===== src/rtl/agu_pkg.sv =====
package agu_pkg;
    localparam int ADDR_W       = 32;
    localparam int DISP_SHORT_W = 8;
    localparam int SCALE_W      = 2;
    localparam int SCALE_N      = 1 << SCALE_W;
    localparam int SIZE_W       = 2;
    localparam int MODE_W       = 3;

    typedef enum logic [MODE_W-1:0] {
        AM_ABS           = 3'd0,
        AM_BASE          = 3'd1,
        AM_BASE_DISP     = 3'd2,
        AM_BASE_IDX      = 3'd3,
        AM_BASE_IDX_DISP = 3'd4,
        AM_BASE_SIDX     = 3'd5,
        AM_BASE_SIDX_D   = 3'd6,
        AM_ALIAS_SIDX_D  = 3'd7
    } am_mode_e;

    typedef enum logic [SIZE_W-1:0] {
        SZ_BYTE  = 2'd0,
        SZ_HALF  = 2'd1,
        SZ_WORD  = 2'd2,
        SZ_WORD2 = 2'd3
    } acc_size_e;

    typedef struct packed {
        logic use_base;
        logic use_index;
        logic use_scale;
        logic use_disp;
        logic force_wide;
    } term_sel_t;

    typedef struct packed {
        logic [ADDR_W-1:0] offset;
        logic              misaligned;
        acc_size_e         size;
    } agu_result_t;

    function automatic term_sel_t decode_mode(am_mode_e m);
        term_sel_t t;
        t = '0;
        case (m)
            AM_ABS:           begin t.use_disp = 1'b1; t.force_wide = 1'b1; end
            AM_BASE:          t.use_base = 1'b1;
            AM_BASE_DISP:     begin t.use_base = 1'b1; t.use_disp = 1'b1; end
            AM_BASE_IDX:      begin t.use_base = 1'b1; t.use_index = 1'b1; end
            AM_BASE_IDX_DISP: begin t.use_base = 1'b1; t.use_index = 1'b1; t.use_disp = 1'b1; end
            AM_BASE_SIDX:     begin t.use_base = 1'b1; t.use_index = 1'b1; t.use_scale = 1'b1; end
            default:          begin t.use_base = 1'b1; t.use_index = 1'b1;
                                    t.use_scale = 1'b1; t.use_disp = 1'b1; end
        endcase
        return t;
    endfunction

    function automatic logic [ADDR_W-1:0] align_mask(acc_size_e s);
        case (s)
            SZ_BYTE: return '0;
            SZ_HALF: return ADDR_W'(1);
            default: return ADDR_W'(3);
        endcase
    endfunction
endpackage


===== src/rtl/agu_disp_ext.sv =====
module agu_disp_ext #(
    parameter int ADDR_W  = agu_pkg::ADDR_W,
    parameter int SHORT_W = agu_pkg::DISP_SHORT_W
) (
    input  logic [ADDR_W-1:0] disp_raw,
    input  logic              wide,
    output logic [ADDR_W-1:0] disp_out
);
    localparam int EXT_W = ADDR_W - SHORT_W;

    logic [SHORT_W-1:0] short_part;
    assign short_part = disp_raw[SHORT_W-1:0];

    always_comb begin
        if (wide) disp_out = disp_raw;
        else      disp_out = {{EXT_W{short_part[SHORT_W-1]}}, short_part};
    end
endmodule


===== src/rtl/agu_index_scale.sv =====
module agu_index_scale #(
    parameter int ADDR_W  = agu_pkg::ADDR_W,
    parameter int SCALE_W = agu_pkg::SCALE_W
) (
    input  logic [ADDR_W-1:0]  index,
    input  logic [SCALE_W-1:0] scale_code,
    input  logic               scale_en,
    output logic [ADDR_W-1:0]  scaled
);
    localparam int N = 1 << SCALE_W;

    logic [ADDR_W-1:0] cand [N];

    for (genvar k = 0; k < N; k++) begin : g_shift
        assign cand[k] = index << k;
    end

    assign scaled = scale_en ? cand[scale_code] : index;
endmodule


===== src/rtl/agu_offset_sum.sv =====
module agu_offset_sum
    import agu_pkg::*;
(
    input  logic [ADDR_W-1:0] base,
    input  logic [ADDR_W-1:0] index_term,
    input  logic [ADDR_W-1:0] disp_term,
    input  term_sel_t         sel,
    input  acc_size_e         size,
    output agu_result_t       result
);
    logic [ADDR_W-1:0] b_t, i_t, d_t, sum;

    always_comb begin
        b_t = sel.use_base  ? base       : '0;
        i_t = sel.use_index ? index_term : '0;
        d_t = sel.use_disp  ? disp_term  : '0;
        sum = b_t + i_t + d_t;
        result.offset     = sum;
        result.misaligned = |(sum & align_mask(size));
        result.size       = size;
    end
endmodule


===== src/rtl/agu_out_stage.sv =====
module agu_out_stage
    import agu_pkg::*;
(
    input  logic        clk,
    input  logic        rst,
    input  logic        in_valid,
    output logic        in_ready,
    input  agu_result_t in_data,
    output logic        out_valid,
    input  logic        out_ready,
    output agu_result_t out_data
);
    assign in_ready = !out_valid || out_ready;

    always_ff @(posedge clk) begin
        if (rst) begin
            out_valid <= 1'b0;
            out_data  <= '0;
        end else if (in_ready) begin
            out_valid <= in_valid;
            if (in_valid) out_data <= in_data;
        end
    end

    p_hold_stable_r9: assert property (@(posedge clk) disable iff (rst)
        (out_valid && !out_ready) |=> (out_valid && $stable(out_data)));

    p_accept_valid_r8: assert property (@(posedge clk) disable iff (rst)
        (in_valid && in_ready) |=> out_valid);
endmodule


===== src/rtl/agu_offset_gen.sv =====
module agu_offset_gen
    import agu_pkg::*;
(
    input  logic                clk,
    input  logic                rst,
    input  logic                in_valid,
    output logic                in_ready,
    input  logic [MODE_W-1:0]   in_mode,
    input  logic [ADDR_W-1:0]   in_base,
    input  logic [ADDR_W-1:0]   in_index,
    input  logic [SCALE_W-1:0]  in_scale,
    input  logic [ADDR_W-1:0]   in_disp,
    input  logic                in_disp_wide,
    input  logic [SIZE_W-1:0]   in_size,
    output logic                out_valid,
    input  logic                out_ready,
    output logic [ADDR_W-1:0]   out_offset,
    output logic                out_misaligned
);
    term_sel_t         sel;
    logic [ADDR_W-1:0] disp_term, index_term;
    agu_result_t       comb_res, reg_res;

    assign sel = decode_mode(am_mode_e'(in_mode));

    agu_disp_ext u_disp (
        .disp_raw (in_disp),
        .wide     (in_disp_wide || sel.force_wide),
        .disp_out (disp_term)
    );

    agu_index_scale u_scale (
        .index      (in_index),
        .scale_code (in_scale),
        .scale_en   (sel.use_scale),
        .scaled     (index_term)
    );

    agu_offset_sum u_sum (
        .base       (in_base),
        .index_term (index_term),
        .disp_term  (disp_term),
        .sel        (sel),
        .size       (acc_size_e'(in_size)),
        .result     (comb_res)
    );

    agu_out_stage u_stage (
        .clk       (clk),
        .rst       (rst),
        .in_valid  (in_valid),
        .in_ready  (in_ready),
        .in_data   (comb_res),
        .out_valid (out_valid),
        .out_ready (out_ready),
        .out_data  (reg_res)
    );

    assign out_offset     = reg_res.offset;
    assign out_misaligned = reg_res.misaligned;

    p_byte_never_mis_r7: assert property (@(posedge clk) disable iff (rst)
        (out_valid && reg_res.size == SZ_BYTE) |-> !out_misaligned);

    p_abs_passthrough_r6: assert property (@(posedge clk) disable iff (rst)
        (in_valid && in_ready && in_mode == 3'd0) |=> (out_offset == $past(in_disp)));
endmodule


===== config.mk =====
export PLATFORM = sky130hd
export DESIGN_NAME = agu_offset_gen
export DESIGN_NICKNAME = d
export VERILOG_FILES = /design/src/rtl/agu_pkg.sv /design/src/rtl/agu_disp_ext.sv /design/src/rtl/agu_index_scale.sv /design/src/rtl/agu_offset_sum.sv /design/src/rtl/agu_out_stage.sv /design/src/rtl/agu_offset_gen.sv
export SDC_FILE = /design/constraint.sdc
export NUM_CORES = 1
export LEC_CHECK = 0
export BUFFER_PORTS_ARGS = -buffer_cell sky130_fd_sc_hd__buf_2
export CAP_MARGIN = 20
export CORE_MARGIN = 4
export CORE_UTILIZATION = 57
export DETAILED_ROUTE_END_ITERATION = 8
export HOLD_SLACK_MARGIN = 0.12
export PLACE_DENSITY = 0.95
export SLEW_MARGIN = 20
export SYNTH_ARGS = -nofsm -noshare
export SYNTH_HDL_FRONTEND = slang
export SYNTH_SLANG_ARGS = --single-unit

===== constraint.sdc =====
create_clock -name clk -period 7.3 [get_ports clk]
set_input_delay 0.365 -clock clk [delete_from_list [all_inputs] [get_ports clk]]
set_output_delay 0.365 -clock clk [all_outputs]
set_load 0.01 [all_outputs]

# Word-level counts from Yosys, hierarchy flattened

Cells that the tools add are included.

$add $sub $neg: 2
Multiply operators: 0
Div/mod/pow operators: 0
Order comparisons: 1
Eq/ne operators: 6
Shift-type cells: 0
Mux-type cells: 10
Bitwise operators: 2
Reduce and logical (&&, ||, !) cells: 10

Operators by type and width:

| cell                                          | count |
|---|---|
| two-way mux 32 bit                            | 7 |
| adder 32 bit                                  | 2 |
| binary-select mux 32 bit (select 2 bit)       | 1 |
| AND 32 x 2 -> 32 bit                          | 1 |
| OR reduction 32 bit                           | 1 |
| == test 3 x 2 -> 1 bit, second input constant | 2 |
| == test 3 bit, second input constant          | 2 |
| OR reduction 3 bit                            | 2 |
| OR reduction 5 bit                            | 1 |
| one-hot mux 2 bit (2 select lines)            | 1 |
| == test 3 x 1 -> 1 bit, second input constant | 1 |
| >= comparator 3 bit, second input constant    | 1 |
| zero test 3 bit                               | 1 |
| NOT 2 -> 3 bit                                | 1 |
| == test 2 x 1 -> 1 bit, second input constant | 1 |
| zero test 2 bit                               | 1 |
| logical OR 1 bit                              | 2 |
| AND reduction 2 bit                           | 1 |
| zero test 1 bit                               | 1 |
| two-way mux 1 bit                             | 1 |

Register bits after elaboration: 34
Latch bits: 0
Bits in writable memories: 0
Memory bits (read-only): 0
Bits of input ports: 108
Output and inout port bits: 35
Logic and storage cells: 34
Memories: 0

# Depth between registers and ports, before layout

Gate-level depths: netlist (run 1).

Depth in word-level cells: 10
Gate-level depth with buffers: 18
Mapped depth without buffers: 15

# Cells and area by module

A second synthesis (run 1) with hierarchy kept.

Cells, all modules: 776
Area, all modules: 6178.4 sq um

Modules (own cells, without submodules):

| module          | times used | cells an instance | area an instance (sq um) | seq. area each (sq um) |
|---|---|---|---|---|
| agu_offset_sum  | 1          | 447               | 3027.9                   | 0.0 |
| agu_out_stage   | 1          | 164               | 1692.9                   | 720.7 |
| agu_index_scale | 1          | 121               | 945.9                    | 0.0 |
| agu_disp_ext    | 1          | 37                | 466.7                    | 0.0 |
| agu_offset_gen  | 1          | 7                 | 45.0                     | 0.0 |

# Worst setup path before layout (run 1)

Ideal clock, no wire load.

Path type: input-to-reg
Start point: input in_scale[1]
End point: register u_stage.out_data[30] (netlist bit)
Library setup time: 0.117 ns
Arrival: 3.843 ns
Required time: 7.183 ns
Slack: 3.340 ns
Stages on the path: 17
Buffers on the path: 2
Path through: clkbuf_1 > buf_1 > mux2i_1 > nor2_1 > a21oi_1 > o21ai_0 > nand2_1 > fa_1 > inv_1 > ha_1 > a21oi_1 > nor2_1 > a2111oi_0 > o21a_1 > a21oi_1 > or3_1 > a32o_1

Cells in the longest elaborated chain, start to end: 8

Ends and longest elaborated chain:

| element                                               | line                  | text |
|---|---|---|
| start: declaration                                    | agu_offset_gen.sv:11  | `input logic [SCALE_W-1:0] in_scale,` |
| NOT 2 -> 3 bit (not written as such)                  | agu_index_scale.sv:18 | `assign scaled = scale_en ? cand[scale_code] : index;` |
| binary-select mux 32 bit (select 2 bit)               | agu_index_scale.sv:18 |  |
| two-way mux 32 bit (not written as such) (2 in a row) | agu_index_scale.sv:18 |  |
| two-way mux 32 bit                                    | agu_index_scale.sv:18 |  |
| two-way mux 32 bit                                    | agu_offset_sum.sv:15  | `i_t = sel.use_index ? index_term : '0;` |
| adder 32 bit (2 in a row)                             | agu_offset_sum.sv:17  | `sum = b_t + i_t + d_t;` |
| end signal: assignment                                | agu_out_stage.sv:21   | `if (in_valid) out_data <= in_data;` |
| end: declaration                                      | agu_out_stage.sv:11   | `output agu_result_t out_data` |

Every way passes these cells. The select of a mux whose other input is x is not followed.
A chain may end at the register's enable or synchronous reset.

# Worst setup path in the final report (run 1)

Start point: input in_mode[0]
End point: register u_stage.out_data[28] (netlist bit)

Cells in the longest elaborated chain, start to end: 6
Elaborated cells on any way between the ends: 18
Those cells by class: 2 x add/sub; 5 x eq/ne; 6 x mux; 5 x reduce/logical

Ends and longest elaborated chain:

| element                                                                         | line                                        | text |
|---|---|---|
| start: declaration                                                              | agu_offset_gen.sv:8                         | `input logic [MODE_W-1:0] in_mode,` |
| == test 3 bit, or another cell as far along                                     | agu_pkg.sv:44                               | `case (m)` |
| OR reduction 5 bit (no source line) / two-way mux 1 bit (equally long branches) | n/a                                         |  |
| two-way mux 32 bit / logical OR 1 bit (equally long branches)                   | agu_index_scale.sv:18, agu_offset_gen.sv:28 |  |
| two-way mux 32 bit (on tied branches)                                           | agu_offset_sum.sv:15, agu_disp_ext.sv:15    |  |
| adder 32 bit / two-way mux 32 bit (equally long branches)                       | agu_offset_sum.sv:17, agu_offset_sum.sv:16  |  |
| adder 32 bit *                                                                  | agu_offset_sum.sv:17                        |  |

Every way passes the cells marked *; elsewhere a longest branch is shown, timed or not.

==> impl_metrics.yaml, run 1 <==
power_and_ir_drop:
  internal-power_uw: 599
  finalPower_mw: 1.15
  power.share.clock: 0.123
  netSwitchingFraction: 0.477
  seqPwrFrac: 0.213
  switching_power_uw: 547
  max-vdd-ir-drop_mv: 0.105
  p_leak_nw: 3.20
  power_density_nw_per_um2: 185
  share_comb_of_total_power: 0.664
cells_and_area:
  areaGrowthSynthToFinish_pct: 14.3
  drive_gt1_frac: 0.191
  nFillCells: 855
  post-route-util: 0.671
  postLayoutCellArea_um2: 6200
  fin_nets: 1082
  finish.cell_count_without_fillers: 1042
  antenna_cells_inserted: 0
  register_area_um2: 681
  multi_input_area_um2: 4300
drt:
  route.antenna.remaining_nets: 0
  firstDrtPassIters: 6
  avgViaCountPerCell: 5.68
  detailedRoute.firstIterationViolations: 340
  drc: 0
  wl_per_cell_um: 14.5
  totalWireLength_um: 15100
  route.vias.total: 5921
die:
  chipHeight_um: 106
  number_of_placement_rows: 35
  floorplan.io_pins: 143
  initial_utilization: 0.587
  die_area_um2: 11100
  coreArea_um2: 9240
  die_x_um: 106
synthesis:
  synth_commonest_cells: "227 x sky130_fd_sc_hd__nand2_1, 74 x sky130_fd_sc_hd__o21ai_0, 62 x sky130_fd_sc_hd__inv_1"
  syn-instance-count: 815
  synth_area_leaders: "sky130_fd_sc_hd__nand2_1 16%, sky130_fd_sc_hd__dfxtp_1 13%, sky130_fd_sc_hd__fa_1 12%"
  synth_top_family_by_area: "simple AND/OR/NAND/NOR gates"
  yosysUniqueCellTypes: 58
  syn-cell-area_um2: 5430
  post-synth-top-area-fraction: 0.157
  synth.ff_latch_count: 34
  synth-warning-count: 0
  seq_area_frac_synth: 0.125
  synth_top_cell_by_area: "sky130_fd_sc_hd__nand2_1"
  yosys.area_share.adder: 0.187
  post_synth_mux_area_share: 0.0643
  ys_dominant_reg_cell: "sky130_fd_sc_hd__dfxtp_1"
  syn_avg_cell_area_um2: 6.66
  most_common_cell_in_the_netlist: "sky130_fd_sc_hd__nand2_1"
  synthArstFlopShare: 0
  synth_simple_gate_area_frac: 0.253
  synth_xor_xnor_area_share: 0.0371
  synth-edff-count: 0
  synth_compound_area_frac: 0.248
  synthesis.nets: 985
critical_path:
  critical_path.cell_chain: "buf_2 > or3_1 > buf_4 > nand3b_1 > nand2_1 > nand2_1 > fa_1 > inv_1 > ha_1 > and4_1 > o21a_2 > a21oi_2 > o21ai_0 > a41oi_1 > xor2_1 > o21ai_0"
  required_ns: 7.49
  cp-start-kind: "input port"
  crit_buf_inv: 3
  reg2reg_setup_slack_ns: 5.25
  critPathMaxStageDelay_ns: 0.66
  cpMaxStageDelayCell: "sky130_fd_sc_hd__nand3b_1"
  timing.rr.start: "u_stage.out_valid$_SDFFE_PP0N_"
  r2r_cells: 7
  path_delay_family: "simple AND/OR/NAND/NOR gates"
  max_fo_critical_path: 33
  crit_path_end_kind: "register"
  arrival_ns: 4.62
  setup.worst_path.class: "in -> reg"
  r2r-end: "u_stage.out_data[29]$_SDFFE_PP0P_"
clock_tree:
  clock_slew_seen_by_the_registers_of_the_worst_setup_and_hold_paths_ns: 0.06
  cts_root_buffer: "sky130_fd_sc_hd__clkbuf_8"
  cts_buffers: 5
  cts_resized: 0
  clock_tree_from_tritoncts: "yes"
  htreeDepth: 2
  insertion_delay_ns: 0.28
  post-cts-setup-buffers: 0
  max-clock-path-buffers: 2
  numClockSinks: 34
  ctsHoldBuffers: 0
grt:
  grt_max_degree: 61
  via_count_of_the_first_global_routing_pass: 5437
  global_route.usage.total: 0.262
  grt_first_pass_wirelength_um: 25000
  grt_antenna_before_repair: 0
  gr-total-overflow: 0
hold_path:
  hold_path_end: "u_stage.out_valid$_SDFFE_PP0N_"
  hold_path_startpoint: "in_valid"
  timing.hold.worst_path_depth: 3
  holdCritPathClass: "in -> reg"
sta:
  max_slew.worst_pin.slew_ns: 0.935
  hold_violations: 0
  maxSlewViolCount: 0
  setup_viol_count_final: 0
  clock-skew-final_ns: 0.00601
  timing.final.ws_setup_ns: 2.87
  grt_setup_unrepaired: "false"
  achievable-frequency_ghz: 0.226
  post-route-period-util: 0.607
  hold_slack_ns: 0.345
  max-slew-margin-rel: 0.375
  accumulated_negative_setup_slack_ns: 0
  final.min_clock_period_ns: 4.43
status:
  status: "complete, no violations"
placed_design:
  place.port_buffers: 142
  pre_cts_slack_ns: 2.66
  dp_hpwl_um: 12500
  gp_routability_congestion: 0.962
  placedInstanceArea_um2: 6100
  dp.cells: 1034
flow_run:
  max_cap_viols: 0
[sequential cells by signal, indices dropped and copies added, names as in the netlist]
register           cells
u_stage.out_valid      1
u_stage.out_data      33
[power by group through the flow]
stage	Sequential [mW]	Clock, mW	Combinational [mW]
after floorplan	0.266	0	0.529
after global placement	0.246	0	0.738
after detailed placement	0.249	0	0.746
after CTS	0.245	0.144	0.750
after global routing	0.249	0.152	0.852
final	0.244	0.141	0.761
[tightest hold or removal path, cell delays in order]
cell and delay, ns:
sky130_fd_sc_hd__buf_2 0.11, sky130_fd_sc_hd__inv_1 0.04, sky130_fd_sc_hd__a21oi_1 0.05
[logic make-up after synthesis]
| family | Yosys count |
|---|---|
| AND/OR/NAND/NOR | 328 |
| adder cells (fa/ha/maj) | 62 |
| multiplexers | 33 |
| buffers and inverters | 117 |
| AO/OA/AOI/OAI | 218 |
| XOR/XNOR | 23 |
| flip-flops | 34 |
[area by class of cell]
class,count,share of cell area
clock inverters,1,0.000807
inverters,63,0.0381
clock buffers,7,0.0139
flip-flops and latches,34,0.110
well taps,129,0.0260
multi-input cells,664,0.694
repair buffers,144,0.117
[placed cells by master, fill, tap and decap left out, types with 3 or more instances in the layout]
cell / count
sky130_fd_sc_hd__o2111ai_1: 3
sky130_fd_sc_hd__or3_1: 3
sky130_fd_sc_hd__xor2_1: 12
sky130_fd_sc_hd__ha_1: 30
sky130_fd_sc_hd__a21o_1: 15
sky130_fd_sc_hd__xnor2_1: 11
sky130_fd_sc_hd__a211oi_1: 9
sky130_fd_sc_hd__a31oi_1: 6
sky130_fd_sc_hd__mux2i_1: 18
sky130_fd_sc_hd__mux2_2: 15
sky130_fd_sc_hd__o31ai_1: 3
sky130_fd_sc_hd__o211ai_1: 14
sky130_fd_sc_hd__o311ai_0: 3
sky130_fd_sc_hd__o21ai_0: 74
sky130_fd_sc_hd__a21oi_1: 53
sky130_fd_sc_hd__nand3b_1: 3
sky130_fd_sc_hd__nand4_1: 9
sky130_fd_sc_hd__clkbuf_8: 6
sky130_fd_sc_hd__nor2_1: 40
sky130_fd_sc_hd__fa_1: 32
sky130_fd_sc_hd__dfxtp_1: 34
sky130_fd_sc_hd__nand2_1: 227
sky130_fd_sc_hd__and2_1: 10
sky130_fd_sc_hd__o21bai_1: 6
sky130_fd_sc_hd__nor3_1: 6
sky130_fd_sc_hd__o21a_1: 3
sky130_fd_sc_hd__buf_2: 142
sky130_fd_sc_hd__nand3_1: 16
sky130_fd_sc_hd__a41oi_1: 5
sky130_fd_sc_hd__nand2b_1: 5
sky130_fd_sc_hd__inv_1: 62
[worst max path at each step]
stage / startpoint / to / depth (start not counted)
floorplan: in_scale[1] / u_stage.out_data[30]$_SDFFE_PP0P_ / 17
global placement: in_mode[0] / u_stage.out_data[24]$_SDFFE_PP0P_ / 16
detailed placement: in_mode[0] / u_stage.out_data[28]$_SDFFE_PP0P_ / 16
CTS: in_mode[0] / u_stage.out_data[28]$_SDFFE_PP0P_ / 16
global route: in_mode[2] / u_stage.out_data[28]$_SDFFE_PP0P_ / 16
finish: in_mode[0] / u_stage.out_data[28]$_SDFFE_PP0P_ / 16
[per-layer routing]
metal	vias up	share of wire	track usage
li1	2958	-	-
met2	275	0.45	0.427
met4	0	0.018	0.0638
met1	2666	0.45	0.372
met5	-	0	0
met3	22	0.079	0.0269
Note: power is estimated with default switching activity, not from simulation.
==> run 2: changes to the inputs <==
--- a/config.mk
+++ b/config.mk
@@ -8,7 +8,7 @@
 export BUFFER_PORTS_ARGS = -buffer_cell sky130_fd_sc_hd__buf_2
 export CAP_MARGIN = 20
 export CORE_MARGIN = 4
-export CORE_UTILIZATION = 57
+export CORE_UTILIZATION = 55
 export DETAILED_ROUTE_END_ITERATION = 8
 export HOLD_SLACK_MARGIN = 0.12
 export PLACE_DENSITY = 0.95
==> constraint.sdc (replaced) <==
create_clock -name clk -period 4.2 [get_ports clk]
set_input_delay 0.21 -clock clk [delete_from_list [all_inputs] [get_ports clk]]
set_output_delay 0.21 -clock clk [all_outputs]
set_load 0.01 [all_outputs]
==> run 2 against run 1 <==
Against the previous run:
- clock-buffer cell count did not move
- die area grew 3.4%
- hold slack lost 0.17 ns
- final cell count is 1.5% higher
- clock power rose by 78%
- cell area up 2.2%
- critical path type unchanged
- largest power group unchanged
==> impl_metrics.yaml, run 2 (synthesis gave the netlist of run 1 again) <==
cells_and_area:
  largest_registers: "u_stage.out_data (33), u_stage.out_valid (1)"
  finish.cell_count_without_fillers: 1058
  areaGrowthSynthToFinish_pct: 16.8
  top_register: "u_stage.out_data"
  fin_nets: 1098
  flip_flop_count_of_the_largest_register_all_copies_and_words_added: 33
  nFillCells: 773
  layout.cells.most_common_list: "227 x sky130_fd_sc_hd__nand2_1, 142 x sky130_fd_sc_hd__buf_2, 74 x sky130_fd_sc_hd__o21ai_0, 62 x sky130_fd_sc_hd__inv_1, 53 x sky130_fd_sc_hd__a21oi_1"
  post-route-util: 0.673
  antenna_cells_inserted: 0
  postLayoutCellArea_um2: 6340
  drive_gt1_frac: 0.203
  most_common_cell_after_layout_fill_and_taps_aside: "sky130_fd_sc_hd__nand2_1"
power_and_ir_drop:
  p_leak_nw: 3.28
  power_density_nw_per_um2: 324
  max-vdd-ir-drop_mv: 0.155
  finalPower_mw: 2.06
die:
  number_of_placement_rows: 35
  floorplan.io_pins: 143
  die_x_um: 107
  die_area_um2: 11500
  initial_utilization: 0.576
  chipHeight_um: 107
  coreArea_um2: 9420
clock_tree:
  cts_resized: 0
  clock_tree_from_tritoncts: "yes"
  ctsHoldBuffers: 0
  cts_root_buffer: "sky130_fd_sc_hd__clkbuf_8"
  htreeDepth: 2
  max-clock-path-buffers: 2
  numClockSinks: 34
  cts_buffers: 5
  insertion_delay_ns: 0.29
  clock_slew_seen_by_the_registers_of_the_worst_setup_and_hold_paths_ns: 0.07
  post-cts-setup-buffers: 0
sta:
  achievable-frequency_ghz: 0.266
  timing.final.ws_setup_ns: 0.445
  max-slew-margin-rel: 0.299
  hold_slack_ns: 0.171
  setup_viol_count_final: 0
  max_slew.worst_pin.slew_ns: 1.05
  maxSlewViolCount: 0
  hold_violations: 0
  final.min_clock_period_ns: 3.76
  grt_setup_unrepaired: "false"
  accumulated_negative_setup_slack_ns: 0
  post-route-period-util: 0.894
  clock-skew-final_ns: 0.00169
drt:
  route.vias.total: 6198
  drc: 0
  wl_per_cell_um: 15.0
  firstDrtPassIters: 5
  route.antenna.remaining_nets: 0
  totalWireLength_um: 15900
  detailedRoute.firstIterationViolations: 513
  avgViaCountPerCell: 5.86
critical_path:
  cp-start-kind: "input port"
  cpMaxStageDelayCell: "sky130_fd_sc_hd__or3_1"
  setup.worst_path.class: "in -> reg"
  critical_path.cell_chain: "buf_2 > or3_1 > nand3b_1 > nand2_1 > nand2_1 > fa_1 > inv_1 > ha_1 > buf_4 > o21ai_0 > o21ai_0 > a21o_1 > a21oi_1 > mux2_2 > a41oi_1 > o211ai_1"
  reg2reg_setup_slack_ns: 2.13
  crit_path_end_kind: "register"
  required_ns: 4.36
  arrival_ns: 3.91
  critPathMaxStageDelay_ns: 0.49
  max_fo_critical_path: 15
  r2r_cells: 7
placed_design:
  dp.cells: 1050
  place.port_buffers: 142
  pre_cts_slack_ns: 0.212
  gp_routability_congestion: 1.00
  placedInstanceArea_um2: 6240
  dp_hpwl_um: 13100
status:
  status: "complete, no violations"
grt:
  gr-total-overflow: 0
  global_route.usage.total: 0.273
  grt_max_degree: 46
  grt_antenna_before_repair: 0
  via_count_of_the_first_global_routing_pass: 5600
  grt_first_pass_wirelength_um: 26100
hold_path:
  timing.hold.worst_path_depth: 3
  holdCritPathClass: "in -> reg"
flow_run:
  max_cap_viols: 0
[run 2: cell types whose count changed in the layout (fill, tap and decap cells not counted)]
cell / change
sky130_fd_sc_hd__buf_12: +2
sky130_fd_sc_hd__buf_4: +14
sky130_fd_sc_hd__nor2_1: +1
sky130_fd_sc_hd__nor2_2: -1
sky130_fd_sc_hd__nor3_2: +1
sky130_fd_sc_hd__nor3_4: -1
[run 2: worst max-delay path: cells and delay by family]
kind | cells | cell delay [ns]
and+or+nand+nor | 4 | 1.17
AOI/OAI and AO/OA | 6 | 1.15
adders and majority gates | 2 | 0.63
buffers and inverters | 3 | 0.38
muxes | 1 | 0.36
[run 2: cell type report]
| type | instances | area (µm²) | area share |
|---|---|---|---|
| repair buffers | 160 | 871 | 0.137 |
| multi-input cells | 664 | 4300 | 0.678 |
| well taps | 129 | 161 | 0.0255 |
| clock buffers | 7 | 86.3 | 0.0136 |
| inverters | 63 | 236 | 0.0373 |
| clock inverters | 1 | 5.00 | 0.000790 |
| flip-flops and latches | 34 | 681 | 0.107 |
[run 2: routing by layer]
layer | part of all wire | routed length [µm] | up-vias | global-route usage
met5 | 0 | 0 | - | 0
met4 | 0.025 | 393 | 0 | 0.0813
met3 | 0.095 | 1500 | 53 | 0.0396
met2 | 0.46 | 7280 | 395 | 0.445
met1 | 0.42 | 6690 | 2756 | 0.374
li1 | - | - | 2994 | -
[run 2: path summary, 6_finish.rpt]
| check | to | start |
|---|---|---|
| max | u_stage.out_data[29]$_SDFFE_PP0P_ | in_mode[2] |
| min | u_stage.out_valid$_SDFFE_PP0N_ | in_valid |
| max reg2reg | u_stage.out_data[29]$_SDFFE_PP0P_ | u_stage.out_valid$_SDFFE_PP0N_ |
| min reg2reg | u_stage.out_data[10]$_SDFFE_PP0P_ | u_stage.out_data[10]$_SDFFE_PP0P_ |
[run 2: power by group]
part	switching, mW	internal [mW]
clock network	0.119	0.132
logic	0.829	0.552
registers	0.0336	0.391
